--- config.mk ---
export PLATFORM = sky130hd
export DESIGN_NAME = gpio_edge_bank
export DESIGN_NICKNAME = d
export VERILOG_FILES = /design/src/rtl/gpio_bank_pkg.sv /design/src/rtl/gpio_sync.sv /design/src/rtl/gpio_edge_pend.sv /design/src/rtl/gpio_edge_bank.sv
export SDC_FILE = /design/constraint.sdc
export NUM_CORES = 1
export LEC_CHECK = 0
export BUFFER_PORTS_ARGS = -buffer_cell sky130_fd_sc_hd__buf_2
export CAP_MARGIN = 20
export CELL_PAD_IN_SITES_DETAIL_PLACEMENT = 0
export CELL_PAD_IN_SITES_GLOBAL_PLACEMENT = 1
export CORE_MARGIN = 2
export CORE_UTILIZATION = 45
export CTS_CLUSTER_DIAMETER = 120
export DETAILED_ROUTE_END_ITERATION = 10
export PLACE_DENSITY_LB_ADDON = 0.1
export SETUP_SLACK_MARGIN = 0.5
export SLEW_MARGIN = 20
export SYNTH_ARGS = -nofsm -noshare
export SYNTH_HDL_FRONTEND = slang
export SYNTH_HIERARCHICAL = 1
export SYNTH_SLANG_ARGS = --single-unit
--- constraint.sdc ---
create_clock -name clk_i -period 1.96 [get_ports clk_i]
set_input_delay 0.196 -clock clk_i [delete_from_list [all_inputs] [get_ports clk_i]]
set_output_delay 0.196 -clock clk_i [all_outputs]
set_load 0.01 [all_outputs]
--- src/rtl/gpio_bank_pkg.sv ---
package gpio_bank_pkg;
  localparam int unsigned REG_AW = 8;
  localparam int unsigned REG_DW = 32;

  typedef enum logic [REG_AW-1:0] {
    OFS_LEVEL = 8'h00,
    OFS_DIR   = 8'h04,
    OFS_PEND  = 8'h0C,
    OFS_DSET  = 8'h14,
    OFS_DCLR  = 8'h18,
    OFS_ESET  = 8'h1C,
    OFS_ECLR  = 8'h20,
    OFS_RISE  = 8'h28,
    OFS_FALL  = 8'h2C
  } reg_ofs_e;
endpackage

--- src/rtl/gpio_sync.sv ---
module gpio_sync #(
  parameter int unsigned W      = 32,
  parameter int unsigned STAGES = 2
) (
  input  logic         clk_i,
  input  logic         rst_ni,
  input  logic [W-1:0] d_i,
  output logic [W-1:0] q_o
);
  logic [STAGES-1:0][W-1:0] chain_q;

  for (genvar s = 0; s < STAGES; s++) begin : g_stage
    if (s == 0) begin : g_first
      always_ff @(posedge clk_i or negedge rst_ni)
        if (!rst_ni) chain_q[0] <= '0;
        else         chain_q[0] <= d_i;
    end else begin : g_next
      always_ff @(posedge clk_i or negedge rst_ni)
        if (!rst_ni) chain_q[s] <= '0;
        else         chain_q[s] <= chain_q[s-1];
    end
  end

  assign q_o = chain_q[STAGES-1];
endmodule

--- src/rtl/gpio_edge_pend.sv ---
module gpio_edge_pend #(
  parameter int unsigned W = 32
) (
  input  logic         clk_i,
  input  logic         rst_ni,
  input  logic [W-1:0] lvl_i,
  input  logic [W-1:0] rise_en_i,
  input  logic [W-1:0] fall_en_i,
  input  logic [W-1:0] clr_i,
  output logic [W-1:0] pend_o
);
  logic [W-1:0] prev_q, pend_q, hit;

  assign hit = (lvl_i & ~prev_q & rise_en_i) | (~lvl_i & prev_q & fall_en_i);

  always_ff @(posedge clk_i or negedge rst_ni)
    if (!rst_ni) begin
      prev_q <= '0;
      pend_q <= '0;
    end else begin
      prev_q <= lvl_i;
      pend_q <= (pend_q & ~clr_i) | hit;  // new edge wins over clear
    end

  assign pend_o = pend_q;

  p_edge_pends_r12: assert property (@(posedge clk_i) disable iff (!rst_ni)
    rst_ni |=> (($past(hit) & ~pend_q) == '0));
  p_clear_works_r10: assert property (@(posedge clk_i) disable iff (!rst_ni)
    rst_ni |=> ((pend_q & $past(clr_i & ~hit)) == '0));
  p_sticky_r10: assert property (@(posedge clk_i) disable iff (!rst_ni)
    rst_ni |=> (($past(pend_q) & ~$past(clr_i) & ~pend_q) == '0));
endmodule

--- src/rtl/gpio_edge_bank.sv ---
module gpio_edge_bank
  import gpio_bank_pkg::*;
#(
  parameter int unsigned N_PINS = 32
) (
  input  logic              clk_i,
  input  logic              rst_ni,
  input  logic              req_i,
  input  logic              we_i,
  input  logic [REG_AW-1:0] addr_i,
  input  logic [REG_DW-1:0] wdata_i,
  output logic [REG_DW-1:0] rdata_o,
  input  logic [N_PINS-1:0] pin_i,
  output logic [N_PINS-1:0] pin_o,
  output logic [N_PINS-1:0] pin_oe_o,
  output logic              irq_o
);
  localparam int unsigned W = N_PINS;

  logic [W-1:0] dout_q, oe_q, rise_q, fall_q;
  logic [W-1:0] lvl, pend, clr, wd;
  logic         wr, rd;

  assign wr = req_i & we_i;
  assign rd = req_i & ~we_i;
  assign wd = wdata_i[W-1:0];

  gpio_sync #(.W(W), .STAGES(2)) u_sync (
    .clk_i (clk_i),
    .rst_ni(rst_ni),
    .d_i   (pin_i),
    .q_o   (lvl)
  );

  assign clr = (wr && addr_i == OFS_PEND) ? wd : '0;

  gpio_edge_pend #(.W(W)) u_pend (
    .clk_i    (clk_i),
    .rst_ni   (rst_ni),
    .lvl_i    (lvl),
    .rise_en_i(rise_q),
    .fall_en_i(fall_q),
    .clr_i    (clr),
    .pend_o   (pend)
  );

  always_ff @(posedge clk_i or negedge rst_ni)
    if (!rst_ni) begin
      dout_q <= '0;
      oe_q   <= '0;
      rise_q <= '0;
      fall_q <= '0;
    end else if (wr) begin
      case (addr_i)
        OFS_DSET: dout_q <= dout_q | wd;
        OFS_DCLR: dout_q <= dout_q & ~wd;
        OFS_ESET: oe_q   <= oe_q | wd;
        OFS_ECLR: oe_q   <= oe_q & ~wd;
        OFS_RISE: rise_q <= wd;
        OFS_FALL: fall_q <= wd;
        default: ;
      endcase
    end

  always_comb begin
    rdata_o = '0;
    if (rd) begin
      case (addr_i)
        OFS_LEVEL: rdata_o[W-1:0] = lvl;
        OFS_DIR:   rdata_o[W-1:0] = oe_q;
        OFS_PEND:  rdata_o[W-1:0] = pend;
        OFS_RISE:  rdata_o[W-1:0] = rise_q;
        OFS_FALL:  rdata_o[W-1:0] = fall_q;
        default:   rdata_o = '0;
      endcase
    end
  end

  assign pin_o    = dout_q;
  assign pin_oe_o = oe_q;
  assign irq_o    = |pend;

  p_dset_r3: assert property (@(posedge clk_i) disable iff (!rst_ni)
    (wr && addr_i == OFS_DSET) |=> ((pin_o & $past(wd)) == $past(wd)));
  p_dclr_r4: assert property (@(posedge clk_i) disable iff (!rst_ni)
    (wr && addr_i == OFS_DCLR) |=> ((pin_o & $past(wd)) == '0));
  p_oe_set_r5: assert property (@(posedge clk_i) disable iff (!rst_ni)
    (wr && addr_i == OFS_ESET) |=> ((pin_oe_o & $past(wd)) == $past(wd)));
  p_ignored_r13: assert property (@(posedge clk_i) disable iff (!rst_ni)
    (wr && !(addr_i inside {OFS_DSET, OFS_DCLR, OFS_ESET, OFS_ECLR}))
      |=> ($stable(pin_o) && $stable(pin_oe_o)));
endmodule

==> flow_summary.yaml <==
outcome:
  status: "finished with violations"
  violations: "setup timing"
placed_design:
  io_buffer_count: 172
  placed_area_um2: 12500
  hpwl_um: 19800
  pre_cts_slack_ns: -0.0685
  gp_congestion: 0.815
power:
  finalPower_uw: 11800
  swShare_pct: 23.1
  p_clk_share_pct: 44.3
  p_switching_uw: 2720
  seqPwrFrac_pct: 48.0
  internal_power_uw: 9060
  powerDensity_nw_per_um2: 787
  p_leak_uw: 0.00674
  peakVddDrop_mv: 0.552
  p_comb_share_pct: 7.7
detailed_routing:
  viasPerCell: 5.51
  via_count: 8261
  drt-total-wl_um: 31900
  ant_nets: 0
  avgRoutedWirePerCell_um: 21.3
  drt-pass1-iter-count: 7
  drtIter0Drc: 643
  drc: 0
min_path:
  hp-class: "in2async"
clock_network:
  clock_latency_ns: 0.55
  cts.sinks: 256
  cts_htree_levels: 1
  path_clk_slew_ns: 0.06
  cts_max_path_buffers: 3
  clockRootBuffer: "clkbuf_16"
  cts-buffers-inserted: 28
  cts_tree: "yes"
final_layout:
  fin_util_pct: 63.8
  antenna_cells: 0
  final_common_cell: "dfrtp_1"
  syn_to_final_growth_pct: 39.2
  final_cell_mix: "dfrtp_1, buf_2, mux2_2, dlygate4sd3_1, a21oi_1"
  design_area_um2: 15000
  drive_above_1_share_pct: 44.7
  fin_nets: 1235
  num-fill-cells: 1827
floorplanning:
  start_util_pct: 45.8
  rows: 56
  die-width_um: 159
  design.die.area_um2: 25200
  io_pins: 173
  fp.dieH_um: 159
  core_area_um2: 23500
global_route:
  grt_max_degree: 63
  grt_use_total_pct: 25.0
  grt_pass1_vias: 8239
  grt_overflow_total: 0
  grt_pass1_wl_um: 47800
  antenna_found_initial: 0
critical_path:
  end_kind: "primary output"
  cp.required_ns: 1.76
  path_cells: "nor4_4 > buf_4 > nand4_1 > or2_4 > buf_6"
  critPathMaxStageDelay_ns: 0.45
  r2r_slack_ns: 1.13
  criticalPathCategory: "reg2out"
  critPathMaxFanout: 3
  rr_worst_depth: 3
  cp-start-kind: "flop"
  arrival_ns: 2.12
  cpMaxStageDelayCell: "dfrtp_2"
timing:
  worst_hold_slack_ns: 0.158
  drv_slew: 0
  clock.fmax_mhz: 431
  fin_skew_ns: 0.0135
  slew_headroom_pct: 56.6
  worst_slew_pin_slew_ns: 0.650
  grt_setup_unrepaired: "yes"
  period_needed_ns: 2.32
  period_share_pct: 118
  fin_ws_ns: -0.359
  setup_viol: 16
  final-hold-violation-count: 0
synthesis:
  async_flop_share_pct: 100
  ys_ff_latch: 256
  synth_ff_type: "dfrtp_1"
  synth_cells: 872
  synth-edff-count: 0
  synth.distinct_cells: 39
  yosys_warnings: 6
  syn_nets: 948
  yosysSeqAreaShare_pct: 59.5
  syn_area_per_cell_um2: 12.3
  syn_area_um2: 10800
flow_run:
  drv_cap: 0
per-stage QoR:
step                      setup TNS (ns)  instances
final                              -2.75       1499
after global placement            -0.403       1350
after CTS                          -2.95       1488
after floorplan                        0        872
after global routing               -4.29       1499
after detailed placement           -1.38       1350
final timing paths:
check | startpoint | end
max reg2reg | u_pend/pend_o[11] | u_pend/pend_o[11]
min | rst_ni | fall_q[18]
min reg2reg | u_sync/chain_q[12] | u_sync/q_o[12]
max in group asynchronous | rst_ni | u_pend/pend_o[23]
min in group clk_i | pin_i[6] | u_sync/chain_q[6]
max | u_pend/pend_o[16] | irq_o
per-layer routing:
metal | part of all wire [%] | wire length [µm] | track usage [%] | vias up
met1 | 44 | 14200 | 35.2 | 4167
met4 | 2.9 | 924 | 6.18 | 0
met2 | 47 | 15100 | 40.5 | 256
met3 | 5.2 | 1660 | 4.30 | 50
li1 | - | - | - | 3788
met5 | 0 | 0 | 0 | -
power groups by stage:
stage / Clock [µW] / Sequential [µW] / Combinational (µW)
3_3_place_gp: 0 / 5740 / 716
3_5_place_dp: 0 / 5740 / 723
6_report: 5220 / 5660 / 907
2_1_floorplan: 0 / 5700 / 338
4_1_cts: 5310 / 5650 / 884
5_1_grt: 5550 / 5680 / 992
what timing repair did:
item,CTS,global route
gates cloned,6,4
endpoints found under the setup margin,35,69
hold buffers,65,0
endpoints found under the hold margin,380,0
pin swaps,56,18
resized for setup,65,40
setup buffers,16,7
synthesized netlist by cell type, types with 3 or more instances:
cell type  instances  area [µm²]
clkbuf_1          33         124
nand4_1            3        18.8
buf_4             32         240
mux2_2            83         935
and2_1            32         200
buf_1              3        11.3
a22o_1            10        87.6
nor2_1            30         113
nand3b_1          32         240
dfrtp_1          256        6410
mux2i_1           12         120
a31oi_1           33         206
a21oi_1          107         536
nand2b_1          33         206
nor4_1             9        56.3
nand2_1           44         165
a222oi_1          21         210
buf_2             10        50.1
o211ai_2          32         400
o22ai_1           11        68.8
or2_2              3        18.8
a22oi_1           21         158
layout make-up:
type / count / area (µm²) / share of cell area (%)
clock buffer: 43 / 817 / 5.46
clock inverter: 8 / 101 / 0.677
multi-input combinational: 539 / 4490 / 30.0
sequential: 256 / 6410 / 42.8
tap: 319 / 399 / 2.67
timing repair buffer: 334 / 2750 / 18.4
worst max-delay path: cells and delay by family, from the launching register on:
kind	cells	cell delay (ns)
and+or+nand+nor	3	0.82
buffers and inverters	2	0.28
DFF	1	0.45
logic make-up after synthesis:
family | share of synthesized area, %
flip-flops | 59.5
AO/OA/AOI/OAI | 15.7
AND/OR/NAND/NOR | 10.9
multiplexers | 9.91
buffers and inverters | 3.95
Power figures use the tool's default switching activity.
